## config.mk

```make
export PLATFORM = sky130hd
export DESIGN_NAME = mdio_master
export DESIGN_NICKNAME = d
export VERILOG_FILES = /design/src/rtl/mdio_pkg.sv /design/src/rtl/mdio_clk_div.sv /design/src/rtl/mdio_tx_seq.sv /design/src/rtl/mdio_rx_cap.sv /design/src/rtl/mdio_master.sv
export SDC_FILE = /design/constraint.sdc
export NUM_CORES = 1
export LEC_CHECK = 0
export BUFFER_PORTS_ARGS = -buffer_cell sky130_fd_sc_hd__buf_4
export CAP_MARGIN = 40
export CORE_MARGIN = 4
export CORE_UTILIZATION = 52
export DETAILED_ROUTE_END_ITERATION = 10
export HOLD_SLACK_MARGIN = 0.08
export PLACE_DENSITY_LB_ADDON = 0.12
export SKIP_LAST_GASP = 1
export SLEW_MARGIN = 0
export SYNTH_ARGS = -nofsm -noshare
export SYNTH_HDL_FRONTEND = slang
export SYNTH_SLANG_ARGS = --single-unit
```

## constraint.sdc

```tcl
create_clock -name clk -period 2.91 [get_ports clk]
set_input_delay 0.1455 -clock clk [delete_from_list [all_inputs] [get_ports clk]]
set_output_delay 0.1455 -clock clk [all_outputs]
set_load 0.05 [all_outputs]
```

## src/rtl/mdio_pkg.sv

```systemverilog
package mdio_pkg;
  localparam int FRAME_LEN = 64;
  localparam int PRE_LEN   = 32;
  localparam int POS_W     = 6;
  localparam int TA_POS    = 46;
  localparam int DATA_POS  = 48;

  // Frame laid out MSB first: preamble, start, opcode, phy, reg, turnaround, data
  function automatic logic [FRAME_LEN-1:0] build_frame(input logic rd,
                                                       input logic [4:0] phy,
                                                       input logic [4:0] rg,
                                                       input logic [15:0] wd);
    logic [1:0]  op;
    logic [1:0]  ta;
    logic [15:0] dat;
    op  = rd ? 2'b10 : 2'b01;
    ta  = rd ? 2'b11 : 2'b10;
    dat = rd ? 16'hFFFF : wd;
    return {{PRE_LEN{1'b1}}, 2'b01, op, phy, rg, ta, dat};
  endfunction

  function automatic logic [POS_W-1:0] first_pos(input logic nopre);
    return nopre ? POS_W'(PRE_LEN) : '0;
  endfunction

  function automatic logic master_drives(input logic rd, input logic [POS_W-1:0] pos);
    return !(rd && (pos >= POS_W'(TA_POS)));
  endfunction

  function automatic logic in_data(input logic [POS_W-1:0] pos);
    return pos >= POS_W'(DATA_POS);
  endfunction

  function automatic logic is_last(input logic [POS_W-1:0] pos);
    return pos == POS_W'(FRAME_LEN - 1);
  endfunction
endpackage

```

## src/rtl/mdio_clk_div.sv

```systemverilog
module mdio_clk_div #(
  parameter int DIV_W = 8
) (
  input  logic             clk,
  input  logic             rst_n,
  input  logic             start,
  input  logic             run,
  input  logic [DIV_W-1:0] half_in,
  output logic             mdc,
  output logic             rise_evt,
  output logic             fall_evt
);
  logic [DIV_W-1:0] half_q;
  logic [DIV_W-1:0] cnt;
  logic             wrap;

  assign wrap     = run && (cnt == half_q - DIV_W'(1));
  assign rise_evt = wrap && !mdc;
  assign fall_evt = wrap && mdc;

  always_ff @(posedge clk) begin
    if (!rst_n) begin
      half_q <= DIV_W'(1);
    end else if (start) begin
      half_q <= (half_in == '0) ? DIV_W'(1) : half_in;
    end
  end

  always_ff @(posedge clk) begin
    if (!rst_n) begin
      cnt <= '0;
      mdc <= 1'b0;
    end else if (!run) begin
      cnt <= '0;
      mdc <= 1'b0;
    end else if (wrap) begin
      cnt <= '0;
      mdc <= ~mdc;
    end else begin
      cnt <= cnt + DIV_W'(1);
    end
  end
endmodule

```

## src/rtl/mdio_tx_seq.sv

```systemverilog
module mdio_tx_seq
  import mdio_pkg::*;
(
  input  logic             clk,
  input  logic             rst_n,
  input  logic             start,
  input  logic             nopre,
  input  logic             rd,
  input  logic [4:0]       phy,
  input  logic [4:0]       rg,
  input  logic [15:0]      wd,
  input  logic             fall_evt,
  output logic             mdio_o,
  output logic             mdio_oe,
  output logic [POS_W-1:0] pos,
  output logic             last_bit,
  output logic             is_read
);
  logic [FRAME_LEN-1:0] shreg;
  logic [FRAME_LEN-1:0] frame_new;
  logic                 active;

  assign frame_new = build_frame(rd, phy, rg, wd);
  assign last_bit  = is_last(pos);
  assign mdio_o    = active & shreg[FRAME_LEN-1];
  assign mdio_oe   = active & master_drives(is_read, pos);

  always_ff @(posedge clk) begin
    if (!rst_n) begin
      shreg   <= '0;
      pos     <= '0;
      active  <= 1'b0;
      is_read <= 1'b0;
    end else if (start) begin
      shreg   <= nopre ? {frame_new[FRAME_LEN-PRE_LEN-1:0], {PRE_LEN{1'b0}}} : frame_new;
      pos     <= first_pos(nopre);
      active  <= 1'b1;
      is_read <= rd;
    end else if (fall_evt) begin
      if (last_bit) begin
        active <= 1'b0;
      end else begin
        shreg <= {shreg[FRAME_LEN-2:0], 1'b0};
        pos   <= pos + POS_W'(1);
      end
    end
  end
endmodule

```

## src/rtl/mdio_rx_cap.sv

```systemverilog
module mdio_rx_cap
  import mdio_pkg::*;
(
  input  logic             clk,
  input  logic             rst_n,
  input  logic             rise_evt,
  input  logic             finish,
  input  logic             is_read,
  input  logic [POS_W-1:0] pos,
  input  logic             mdio_i,
  output logic [15:0]      rd_data
);
  logic [15:0] sh;

  always_ff @(posedge clk) begin
    if (!rst_n) begin
      sh      <= '0;
      rd_data <= '0;
    end else begin
      if (rise_evt && is_read && in_data(pos)) sh <= {sh[14:0], mdio_i};
      if (finish && is_read) rd_data <= sh;
    end
  end
endmodule

```

## src/rtl/mdio_master.sv

```systemverilog
module mdio_master
  import mdio_pkg::*;
#(
  parameter int DIV_W = 8
) (
  input  logic             clk,
  input  logic             rst_n,
  input  logic             cmd_valid,
  input  logic             cmd_read,
  input  logic [4:0]       cmd_phy,
  input  logic [4:0]       cmd_reg,
  input  logic [15:0]      cmd_wdata,
  input  logic             no_preamble,
  input  logic [DIV_W-1:0] div_half,
  output logic [15:0]      rd_data,
  output logic             busy,
  output logic             done,
  output logic             mdc,
  output logic             mdio_o,
  output logic             mdio_oe,
  input  logic             mdio_i
);
  logic             accept_evt;
  logic             finish_evt;
  logic             rise_evt;
  logic             fall_evt;
  logic             last_bit;
  logic             is_read;
  logic [POS_W-1:0] pos;

  assign accept_evt = cmd_valid && !busy;
  assign finish_evt = busy && fall_evt && last_bit;

  always_ff @(posedge clk) begin
    if (!rst_n) begin
      busy <= 1'b0;
      done <= 1'b0;
    end else begin
      done <= finish_evt;
      if (accept_evt)      busy <= 1'b1;
      else if (finish_evt) busy <= 1'b0;
    end
  end

  mdio_clk_div #(.DIV_W(DIV_W)) u_div (
    .clk(clk), .rst_n(rst_n), .start(accept_evt), .run(busy),
    .half_in(div_half), .mdc(mdc), .rise_evt(rise_evt), .fall_evt(fall_evt)
  );

  mdio_tx_seq u_tx (
    .clk(clk), .rst_n(rst_n), .start(accept_evt), .nopre(no_preamble),
    .rd(cmd_read), .phy(cmd_phy), .rg(cmd_reg), .wd(cmd_wdata),
    .fall_evt(fall_evt), .mdio_o(mdio_o), .mdio_oe(mdio_oe),
    .pos(pos), .last_bit(last_bit), .is_read(is_read)
  );

  mdio_rx_cap u_rx (
    .clk(clk), .rst_n(rst_n), .rise_evt(rise_evt), .finish(finish_evt),
    .is_read(is_read), .pos(pos), .mdio_i(mdio_i), .rd_data(rd_data)
  );
endmodule

```

==> impl_metrics.toml, run 1 <==
[critical_path]
r2r_slack_ns = 0.15
critical_path.top_delay_family = "simple AND/OR/NAND/NOR gates"
cell_with_the_largest_stage_delay_on_the_worst_path = "sky130_fd_sc_hd__or4_4"
cp.required_ns = 3.31
start_kind = "flop"
timing.critical_path.buf_inv = 2
timing.rr.start = "u_div.half_q[0]"
cpPeakStageDelay_ns = 0.54
critical_path.endpoint_type = "flop"
path_depth = 10
critPathArrivalTime_ns = 3.16
timing.critical_path.from = "u_div.half_q[0]"
path_common_cell = "sky130_fd_sc_hd__or4_4"
cp-endpoint = "u_rx.rd_data[15]"
criticalPathCategory = "flop to flop"
sequence_of_cells_on_the_critical_path = "inv_1, ha_1, and2_1, o21a_1, o31a_1, or4_4, or4_4, buf_12, mux2i_1, nor2_1"
timing.critical_path.fanout_max = 16
crit-reg2reg-capture = "u_rx.rd_data[15]"
ff2ff_path_depth = 10

[floorplan]
design.die.area_sq_mm = 0.01199
die-height_um = 109.5
start_util_pct = 54.07
std_cell_rows = 36
dieWidth_um = 109.5
design.portCount = 61
fp.coreArea_sq_mm = 0.009910

[run]
max_cap_violations = 0

[power_and_ir_drop]
combinationalPowerShare_pct = 10.9
power.static_leakage_uw = 0.002698
total_power_uw = 4404
power_per_cell_area_mw_per_mm2 = 635.3
switching_share_pct = 24.88
internal-power_uw = 3309
power_frac_seq_pct = 41.3
clock_power_share_pct = 47.8
total_switching_power_uw = 1096
vdd_ir_drop_max_uv = 420.8

[yosys]
syn-cell-area_sq_mm = 0.005358
synthTopCellsByArea = "sky130_fd_sc_hd__dfxtp_1 (46%), sky130_fd_sc_hd__mux2i_1 (7.3%), sky130_fd_sc_hd__nor2_1 (6.2%), sky130_fd_sc_hd__a21oi_1 (4.8%), sky130_fd_sc_hd__nor3_1 (4.0%)"
syn-instance-count = 621
synth_largest_type_area_fraction_pct = 45.96
yosys_register_bits = 123
yosys.area.top_type = "sky130_fd_sc_hd__dfxtp_1"
yosys.cell_types.count = 45
synthesis.yosys.warnings = 0
post_synth.cell_area_avg_sq_um = 8.627
nets_in_the_synthesized_netlist = 664
synth_sequential_area_ratio_pct = 45.96

[global_routing]
remaining_global_route_overflow = 0
antenna_found_initial = 0
grt_start_max_net_pins = 77
grt_first_pass_wirelength_um = 21550
overall_global_routing_resource_usage_pct = 22.27
vias_in_the_first_global_route = 4655

[detailed_routing]
drcViolationCount = 0
drt-initial-drc-count = 296
route.detailed.vias_per_inst = 5.634
wl_um = 12830
detailed_router_iteration_count_before_antenna_repair = 6
wl_per_cell_um = 15.14
drtAntennaViolNets = 0
via_count = 4772

[timing]
setup_repair_after_global_routing_missed_its_margin = "no"
fmax_mhz = 361.9
finalSetupTns_ns = 0
worst_clock_skew_ns = 0.01147
finalHoldViolCount = 0
timing_worst_slew_pin_value_ns = 0.7201
slew_violations = 0
fin_crit_sh_pct = 94.97
relSlewSlack_pct = 51.92
post-route-min-period_ns = 2.764
number_of_failing_setup_endpoints_in_the_final_timing_report = 0

[clock_tree]
post-cts-setup-buffer-count = 0
numClockSinks = 123
cts_max_level = 4
number_of_buffers_created_by_cts = 17
cts_tree = "yes"
ctsLongestPathBuffers = 2
root_cell_of_the_clock_tree = "sky130_fd_sc_hd__clkbuf_8"
worstSkewPairLatency_ns = 0.51
clkSlewWorstSetupHoldPaths_ns = 0.06

[worst_hold_path]
hold_start = "cmd_phy[3]"
holdCritPathClass = "input pin to flop"
holdPathStages = 4

[final_layout]
multi_input_comb_area_sq_mm = 0.002695
layout-drive-gt1-share_pct = 16.25
final_net_count = 744
n_fill_cell = 770
antenna-diode-count = 0
area.sequential_sq_mm = 0.002462
syn2layout_area_growth_pct = 29.40

[placed_design]
total_half_perimeter_wirelength_after_legalization_and_detailed_placement_um = 7729
portBuffers = 60
gp_congestion = 0.8703

[outcome]
run_status = "complete, no violations"
[worst min-delay path, delay by kind of cell]
kind	cells	cell delay [ns]
AOI/OAI and AO/OA	2	0.24
buffers and inverters	1	0.08
and+or+nand+nor	1	0.09
[flip-flops by register name, indices dropped and copies added (netlist names)]
signal / count
done: 1
u_rx.sh: 16
u_div.mdc: 1
u_tx.shreg: 64
u_tx.is_read: 1
u_tx.pos: 6
u_div.half_q: 8
u_tx.active: 1
busy: 1
u_div.cnt: 8
u_rx.rd_data: 16
[layer usage]
layer	track usage, %	vias up	wire length, um
li1	-	2364	-
met1	28.56	2295	5942
met2	37.18	97	6180
met3	5.402	16	531
met4	6.679	0	172
met5	0	-	0
[layout make-up]
cell class                      instances  area share [%]
Timing Repair Buffer                  111           14.26
Multi-Input combinational cell        442           38.87
Inverter                                6          0.3249
Sequential cell                       123           35.52
Clock inverter                         13           2.400
Clock buffer                           19           6.226
Tap cell                              133           2.400
[power groups by stage]
stage | combinational (uW) | clock [uW] | sequential [uW]
floorplan | 297 | 0 | 1840
global placement | 424 | 0 | 1850
detailed placement | 434 | 0 | 1850
CTS | 477 | 2130 | 1820
global route | 533 | 2220 | 1830
finish | 481 | 2100 | 1820
[Yosys cell counts (all sizes together)]
| cell type | instances |
|---|---|
| nand2b | 2 |
| inv | 6 |
| nor3 | 43 |
| buf | 8 |
| and3 | 4 |
| clkbuf | 42 |
| dfxtp | 123 |
| nor2b | 4 |
| o31a | 2 |
| or3 | 1 |
| a32oi | 2 |
| nor4 | 5 |
| nand2 | 57 |
| nor2 | 88 |
| and4 | 1 |
| o221ai | 16 |
| o21bai | 2 |
| mux2i | 39 |
| or4 | 4 |
| nand4 | 6 |
| a31o | 1 |
| xor2 | 10 |
| nor3b | 11 |
| o2111ai | 1 |
| a211oi | 27 |
| o21a | 2 |
| ha | 3 |
| xnor2 | 9 |
| o211ai | 12 |
| and2 | 4 |
| or2 | 2 |
| a21oi | 51 |
| o21ai | 10 |
| a31oi | 3 |
| o31ai | 1 |
| nand3 | 9 |
| nand3b | 10 |
[through the flow]
stage | worst slack, ns | util [%] | area (sq um) | hold slack [ns] | cells
floorplan | 0.04201 | - | 5358 | 0.2815 | 621
global placement | 0.2053 | 60.15 | 5961 | 0.3912 | 778
detailed placement | 0.1287 | 60.15 | 5961 | 0.4136 | 778
CTS | 0.09699 | 69.92 | 6929 | 0.08144 | 847
global route | 0.001056 | 69.96 | 6933 | 0.09987 | 847
finish | 0.1465 | 69.96 | 6933 | 0.09036 | 847
[worst min path at each step]
stage,endpoint,slack [ns]
after floorplan,u_div.half_q[7],0.28
after global placement,u_rx.sh[0],0.39
after detailed placement,u_div.half_q[7],0.41
after CTS,u_tx.shreg[58],0.08
after global routing,u_tx.shreg[58],0.1
final,u_tx.shreg[58],0.09
[cell families (layout without fill, tap and decap cells)]
group                    Yosys count  in the layout  synth area share [%]
flip-flops                       123            123                 45.96
XOR/XNOR                          19             19                 3.106
multiplexers                      39             39                 7.286
AND/OR/NAND/NOR                  251            251                 22.86
adder cells (fa/ha/maj)            3              3                0.7007
buffers and inverters             56            149                 4.274
AO/OA/AOI/OAI                    130            130                 15.81
[placed cells by master (no fill, tap or decap), types with 3 or more instances in the layout]
cell and count:
sky130_fd_sc_hd__dfxtp_1 123, sky130_fd_sc_hd__nor2_1 88, sky130_fd_sc_hd__buf_4 69, sky130_fd_sc_hd__nand2_1 57, sky130_fd_sc_hd__a21oi_1 51, sky130_fd_sc_hd__nor3_1 43, sky130_fd_sc_hd__mux2i_1 39, sky130_fd_sc_hd__dlygate4sd3_1 37
sky130_fd_sc_hd__a211oi_1 27, sky130_fd_sc_hd__o221ai_1 16, sky130_fd_sc_hd__clkbuf_16 16, sky130_fd_sc_hd__o211ai_1 12, sky130_fd_sc_hd__nor3b_1 11, sky130_fd_sc_hd__xor2_1 10, sky130_fd_sc_hd__nand3b_1 10, sky130_fd_sc_hd__xnor2_1 9
sky130_fd_sc_hd__nand3_1 9, sky130_fd_sc_hd__o21ai_1 9, sky130_fd_sc_hd__nand4_1 6, sky130_fd_sc_hd__inv_1 5, sky130_fd_sc_hd__buf_12 5, sky130_fd_sc_hd__and2_1 4, sky130_fd_sc_hd__and3_1 4, sky130_fd_sc_hd__nor2b_1 3
sky130_fd_sc_hd__ha_1 3, sky130_fd_sc_hd__clkinv_4 3, sky130_fd_sc_hd__bufinv_16 3, sky130_fd_sc_hd__clkinvlp_4 3
[timing repair]
item,in CTS,in global routing
endpoints found under the setup margin,0,10
resized for setup,0,1
hold buffers,37,0
endpoints found under the hold margin,44,0
Note: power is estimated with default switching activity, not from simulation.
==> inputs of run 2 (changes only) <==
- CORE_ASPECT_RATIO: unset -> 0.5
- TNS_END_PERCENT: unset -> 30
==> impl_metrics.toml, run 2 (synthesized netlist as in run 1, its figures left out) <==
[outcome]
run_status = "complete, no violations"

[detailed_routing]
drtAntennaViolNets = 0
drcViolationCount = 0
detailed_router_iteration_count_before_antenna_repair = 6
m1WireLength_um = 6070
met2RoutedLength_um = 5658
via_count = 4569
wl_um = 12520
wl_met3_um = 660
topRoutingLayerUsed = "met4"
route.detailed.vias_per_inst = 5.538
drt-initial-drc-count = 275
wl_per_cell_um = 15.17

[critical_path]
timing.critical_path.fanout_max = 16
path_common_cell = "sky130_fd_sc_hd__or4_4"
cell_with_the_largest_stage_delay_on_the_worst_path = "sky130_fd_sc_hd__or4_4"
path_depth = 10
ff2ff_path_depth = 10
critical_path.endpoint_type = "flop"
critPathArrivalTime_ns = 3.06
cp.required_ns = 3.21
criticalPathCategory = "flop to flop"
timing.critical_path.buf_inv = 2
start_kind = "flop"
sequence_of_cells_on_the_critical_path = "inv_1, ha_1, and2_1, o21a_1, o31a_1, or4_4, or4_4, buf_12, mux2i_1, nor2_1"
cpPeakStageDelay_ns = 0.54
critical_path.top_delay_family = "simple AND/OR/NAND/NOR gates"

[clock_tree]
numClockSinks = 123
cts_tree = "yes"
worstSkewPairLatency_ns = 0.41
cts_max_level = 4
clkSlewWorstSetupHoldPaths_ns = 0.06
post-cts-setup-buffer-count = 0
root_cell_of_the_clock_tree = "sky130_fd_sc_hd__clkbuf_16"
number_of_buffers_created_by_cts = 17
ctsLongestPathBuffers = 2

[timing]
setup_repair_after_global_routing_missed_its_margin = "no"
fmax_mhz = 362.7
relSlewSlack_pct = 52.43
worst_clock_skew_ns = 0.008581
slew_violations = 0
finalHoldViolCount = 0
timing_worst_slew_pin_value_ns = 0.7136
finalSetupTns_ns = 0
number_of_failing_setup_endpoints_in_the_final_timing_report = 0
fin_crit_sh_pct = 94.74
post-route-min-period_ns = 2.757

[final_layout]
instances_no_fill = 825
final_net_count = 720
syn2layout_area_growth_pct = 26.51
top_flop_regs = "u_tx.shreg (64), u_rx.rd_data (16), u_rx.sh (16)"
antenna-diode-count = 0
final_common_cell = "sky130_fd_sc_hd__dfxtp_1"
largest-register = "u_tx.shreg"
layout-drive-gt1-share_pct = 17.25
flip_flop_count_of_the_largest_register_after_layout = 64
layout_common_cells = "sky130_fd_sc_hd__dfxtp_1 (123), sky130_fd_sc_hd__nor2_1 (88), sky130_fd_sc_hd__buf_4 (69)"
layout.core_utilization_pct = 69.67

[run]
max_cap_violations = 0

[placed_design]
gp_congestion = 0.7688
total_half_perimeter_wirelength_after_legalization_and_detailed_placement_um = 7551
portBuffers = 60
placed_cells_incl_taps = 781

[global_routing]
remaining_global_route_overflow = 0
grt_start_max_net_pins = 77
overall_global_routing_resource_usage_pct = 21.79
grt_first_pass_wirelength_um = 21100
vias_in_the_first_global_route = 4384
antenna_found_initial = 0

[worst_hold_path]
holdCritPathClass = "input pin to flop"
holdPathStages = 3

[floorplan]
design.die.area_sq_mm = 0.01209
start_util_pct = 55.07
std_cell_rows = 25
fp.coreArea_sq_mm = 0.009728
dieWidth_um = 151.6
design.portCount = 61
die-height_um = 79.78

[power_and_ir_drop]
power_per_cell_area_mw_per_mm2 = 688.9
power.static_leakage_uw = 0.002631
vdd_ir_drop_max_uv = 410.6
[run 2: through the flow]
step | power [uW] | cell area [sq um] | setup slack, ns | hold WS (ns)
2_1_floorplan | 2140 | 5358 | 0.04201 | 0.2815
3_3_place_gp | 2282 | 5971 | 0.2049 | 0.3964
3_5_place_dp | 2290 | 5971 | 0.1489 | 0.3968
4_1_cts | 4702 | 6761 | 0.09483 | 0.08062
5_1_grt | 4839 | 6778 | 0.01326 | 0.1063
6_report | 4669 | 6778 | 0.1531 | 0.08965
[run 2: layer usage]
metal | global-route usage (%) | vias up
li1 | - | 2327
met3 | 5.615 | 13
met4 | 7.885 | 0
met2 | 33.73 | 114
met5 | 0 | -
met1 | 29.51 | 2115
[run 2: path summary, 6_finish.rpt]
path	from	end	slack (ns)
worst max-delay path	u_div.half_q[0]	u_rx.rd_data[7]	0.15
worst min-delay path	cmd_wdata[6]	u_tx.shreg[38]	0.09
worst max register to register	u_div.half_q[0]	u_rx.rd_data[7]	0.15
worst min register to register	u_tx.shreg[57]	u_tx.shreg[57]	0.45
[run 2: timing repair]
action	CTS	global route
hold endpoints to repair	16	0
resized for setup	0	4
hold buffers	12	0
endpoints found under the setup margin	0	12
[run 2: layout make-up]
cell class / instances / area [sq um]
clock buffers: 17 / 425.4
clock inverters: 15 / 245.2
fillers: 775 / 2950
inverters: 6 / 22.52
multi-input cells: 442 / 2695
flip-flops and latches: 123 / 2462
well taps: 135 / 168.9
repair buffers: 87 / 758.2
[run 2: report_power, final]
group	total [uW]	switching, uW	leakage (uW)	internal (uW)
clock	2400	792	0.000311	1600
sequential	1820	50.6	0.00100	1760
combinational	457	263	0.00132	194
[run 2: tightest hold or removal path: stages]
cell,delay (ns)
sky130_fd_sc_hd__buf_4,0.09
sky130_fd_sc_hd__o221ai_1,0.09
sky130_fd_sc_hd__a21oi_1,0.14
==> inputs of run 3 (changes only) <==
- ABC_AREA: unset -> 1
- CORE_UTILIZATION: 52 -> 53
==> impl_metrics.toml, run 3 <==
[outcome]
run_status = "complete, no violations"

[clock_tree]
clkSlewWorstSetupHoldPaths_ns = 0.06
cts_max_level = 4
worstSkewPairLatency_ns = 0.41
root_cell_of_the_clock_tree = "sky130_fd_sc_hd__clkbuf_16"
numClockSinks = 123
cts_resized = 0
cts_tree = "yes"
number_of_buffers_created_by_cts = 17
ctsLongestPathBuffers = 2

[final_layout]
syn2layout_area_growth_pct = 21.46
antenna-diode-count = 0
layout_common_cells = "sky130_fd_sc_hd__nor2_1 (229), sky130_fd_sc_hd__nand2_1 (202), sky130_fd_sc_hd__dfxtp_1 (123)"
layout.core_utilization_pct = 68.25
layout-drive-gt1-share_pct = 12.23
n_fill_cell = 906
final_net_count = 995
top_flop_regs = "u_tx.shreg (64), u_rx.rd_data (16), u_rx.sh (16)"
largest-register = "u_tx.shreg"
final_common_cell = "sky130_fd_sc_hd__nor2_1"
flip_flop_count_of_the_largest_register_after_layout = 64

[detailed_routing]
drtAntennaViolNets = 0
drcViolationCount = 0
drt-initial-drc-count = 431
detailed_router_iteration_count_before_antenna_repair = 5
via_count = 5703
wl_per_cell_um = 13.02
wl_um = 14390
route.detailed.vias_per_inst = 5.161

[critical_path]
cp.required_ns = 3.21
criticalPathCategory = "flop to flop"
critical_path.endpoint_type = "flop"
critPathArrivalTime_ns = 2.59
start_kind = "flop"
timing.critical_path.fanout_max = 49

[power_and_ir_drop]
vdd_ir_drop_max_uv = 468.0
total_switching_power_uw = 1232
internal-power_uw = 3495
power_per_cell_area_mw_per_mm2 = 655.1
switching_share_pct = 26.06
power.static_leakage_uw = 0.003441
power_frac_seq_pct = 38.8
combinationalPowerShare_pct = 13.5
clock_power_share_pct = 47.7

[timing]
worst_clock_skew_ns = 0.009494
number_of_failing_setup_endpoints_in_the_final_timing_report = 0
timing.hold.ws_ns = 0.09538
finalHoldViolCount = 0
finalSetupTns_ns = 0
relSlewSlack_pct = 58.20
timing_worst_slew_pin_value_ns = 0.6248
post-route-min-period_ns = 2.293
slew_violations = 0
fin_crit_sh_pct = 78.79
setup_repair_after_global_routing_missed_its_margin = "no"
fmax_mhz = 436.2

[worst_hold_path]
holdCritPathClass = "input pin to flop"

[floorplan]
design.die.area_sq_mm = 0.01307
dieWidth_um = 157.7
std_cell_rows = 26
start_util_pct = 56.19
fp.coreArea_sq_mm = 0.01057
design.portCount = 61
die-height_um = 82.87

[yosys]
synth-edff-count = 0
synth_most_common_cell = "sky130_fd_sc_hd__nor2_1"
synth-async-reset-ratio_pct = 0
synth_largest_type_area_fraction_pct = 41.45
post_synth.cell_area_avg_sq_um = 6.586
leading_register_cell_type_out_of_synthesis = "sky130_fd_sc_hd__dfxtp_1"
syn-instance-count = 902
synthesis.yosys.warnings = 0
synthTopCellsByArea = "sky130_fd_sc_hd__dfxtp_1 (41%), sky130_fd_sc_hd__nor2_1 (14%), sky130_fd_sc_hd__nand2_1 (13%), sky130_fd_sc_hd__inv_1 (5.2%), sky130_fd_sc_hd__nand3_1 (4.3%)"
synth.cells.most_frequent = "sky130_fd_sc_hd__nor2_1 (229), sky130_fd_sc_hd__nand2_1 (202), sky130_fd_sc_hd__dfxtp_1 (123), sky130_fd_sc_hd__inv_1 (83), sky130_fd_sc_hd__nand3_1 (51)"
yosys.cell_types.count = 36
synth_sequential_area_ratio_pct = 41.45
yosys.area.top_type = "sky130_fd_sc_hd__dfxtp_1"
syn-cell-area_sq_mm = 0.005941
nets_in_the_synthesized_netlist = 945
yosys_register_bits = 123

[placed_design]
total_half_perimeter_wirelength_after_legalization_and_detailed_placement_um = 8731
portBuffers = 60
gp_congestion = 0.9005

[global_routing]
vias_in_the_first_global_route = 5242
grt_first_pass_wirelength_um = 24830
antenna_found_initial = 0
overall_global_routing_resource_usage_pct = 22.50
grt_start_max_net_pins = 102
remaining_global_route_overflow = 0

[run]
max_cap_violations = 0
[run 3: routing by layer]
metal	vias up	GRT usage, %	routed length [um]
met2	161	33.89	6339
met1	2591	32.47	7088
met5	-	0	0
met3	16	4.361	814
li1	2935	-	-
met4	0	6.948	147
[run 3: path summary, 6_finish.rpt]
kind	to	slack, ns	start	cells after the start
worst min-delay path	u_tx.shreg[50]	0.1	cmd_reg[0]	4
worst min register to register	u_tx.shreg[49]	0.47	u_tx.shreg[49]	2
worst max register to register	u_tx.shreg[14]	0.62	u_div.half_q[0]	12
worst max-delay path	u_tx.shreg[14]	0.62	u_div.half_q[0]	12
[run 3: power groups by stage]
stage                     clock, uW  combinational (uW)  sequential (uW)
after floorplan                   0                 463             1860
after global placement            0                 604             1870
after detailed placement          0                 618             1870
after CTS                      2280                 638             1830
after global routing           2350                 726             1840
final                          2250                 639             1840
[run 3: area by class of cell]
cell class              instances  area, sq um  share of cell area [%]
flip-flops and latches        123         2462                   34.13
clock inverters                14        195.2                   2.705
clock buffers                  18        439.2                   6.086
repair buffers                 83        695.7                   9.641
multi-input cells             638         2914                   40.38
inverters                      89        334.1                   4.630
well taps                     140        175.2                   2.428
[run 3: timing repair]
action | CTS | global route
setup buffers | 0 | 0
endpoints found under the hold margin | 11 | 0
hold buffers | 11 | 0
[run 3: worst max-delay path, cell delays in order (launching register included)]
cell	delay, ns
sky130_fd_sc_hd__dfxtp_1	0.37
sky130_fd_sc_hd__inv_2	0.08
sky130_fd_sc_hd__ha_1	0.31
sky130_fd_sc_hd__xnor2_1	0.13
sky130_fd_sc_hd__nor2_1	0.12
sky130_fd_sc_hd__nand3_1	0.12
sky130_fd_sc_hd__nor2_4	0.15
sky130_fd_sc_hd__nand4_4	0.12
sky130_fd_sc_hd__nand2_4	0.09
sky130_fd_sc_hd__buf_4	0.41
sky130_fd_sc_hd__nand2_1	0.12
sky130_fd_sc_hd__nand2_1	0.10
sky130_fd_sc_hd__nor2_1	0.04
[run 3: metrics by stage]
| stage | instance area, sq um | cells | setup slack, ns | total power, uW |
|---|---|---|---|---|
| floorplan | 5941 | 902 | 0.9551 | 2327 |
| global placement | 6444 | 1061 | 0.6671 | 2471 |
| detailed placement | 6471 | 1062 | 0.6327 | 2487 |
| CTS | 7216 | 1105 | 0.6263 | 4754 |
| global route | 7216 | 1105 | 0.3916 | 4916 |
| finish | 7216 | 1105 | 0.6173 | 4727 |
[run 3: cell families after synthesis]
family	synth area share (%)
AND/OR/NAND/NOR	36.33
buffers and inverters	9.499
flip-flops	41.45
AO/OA/AOI/OAI	10.76
XOR/XNOR	1.327
adder cells (fa/ha/maj)	0.6319
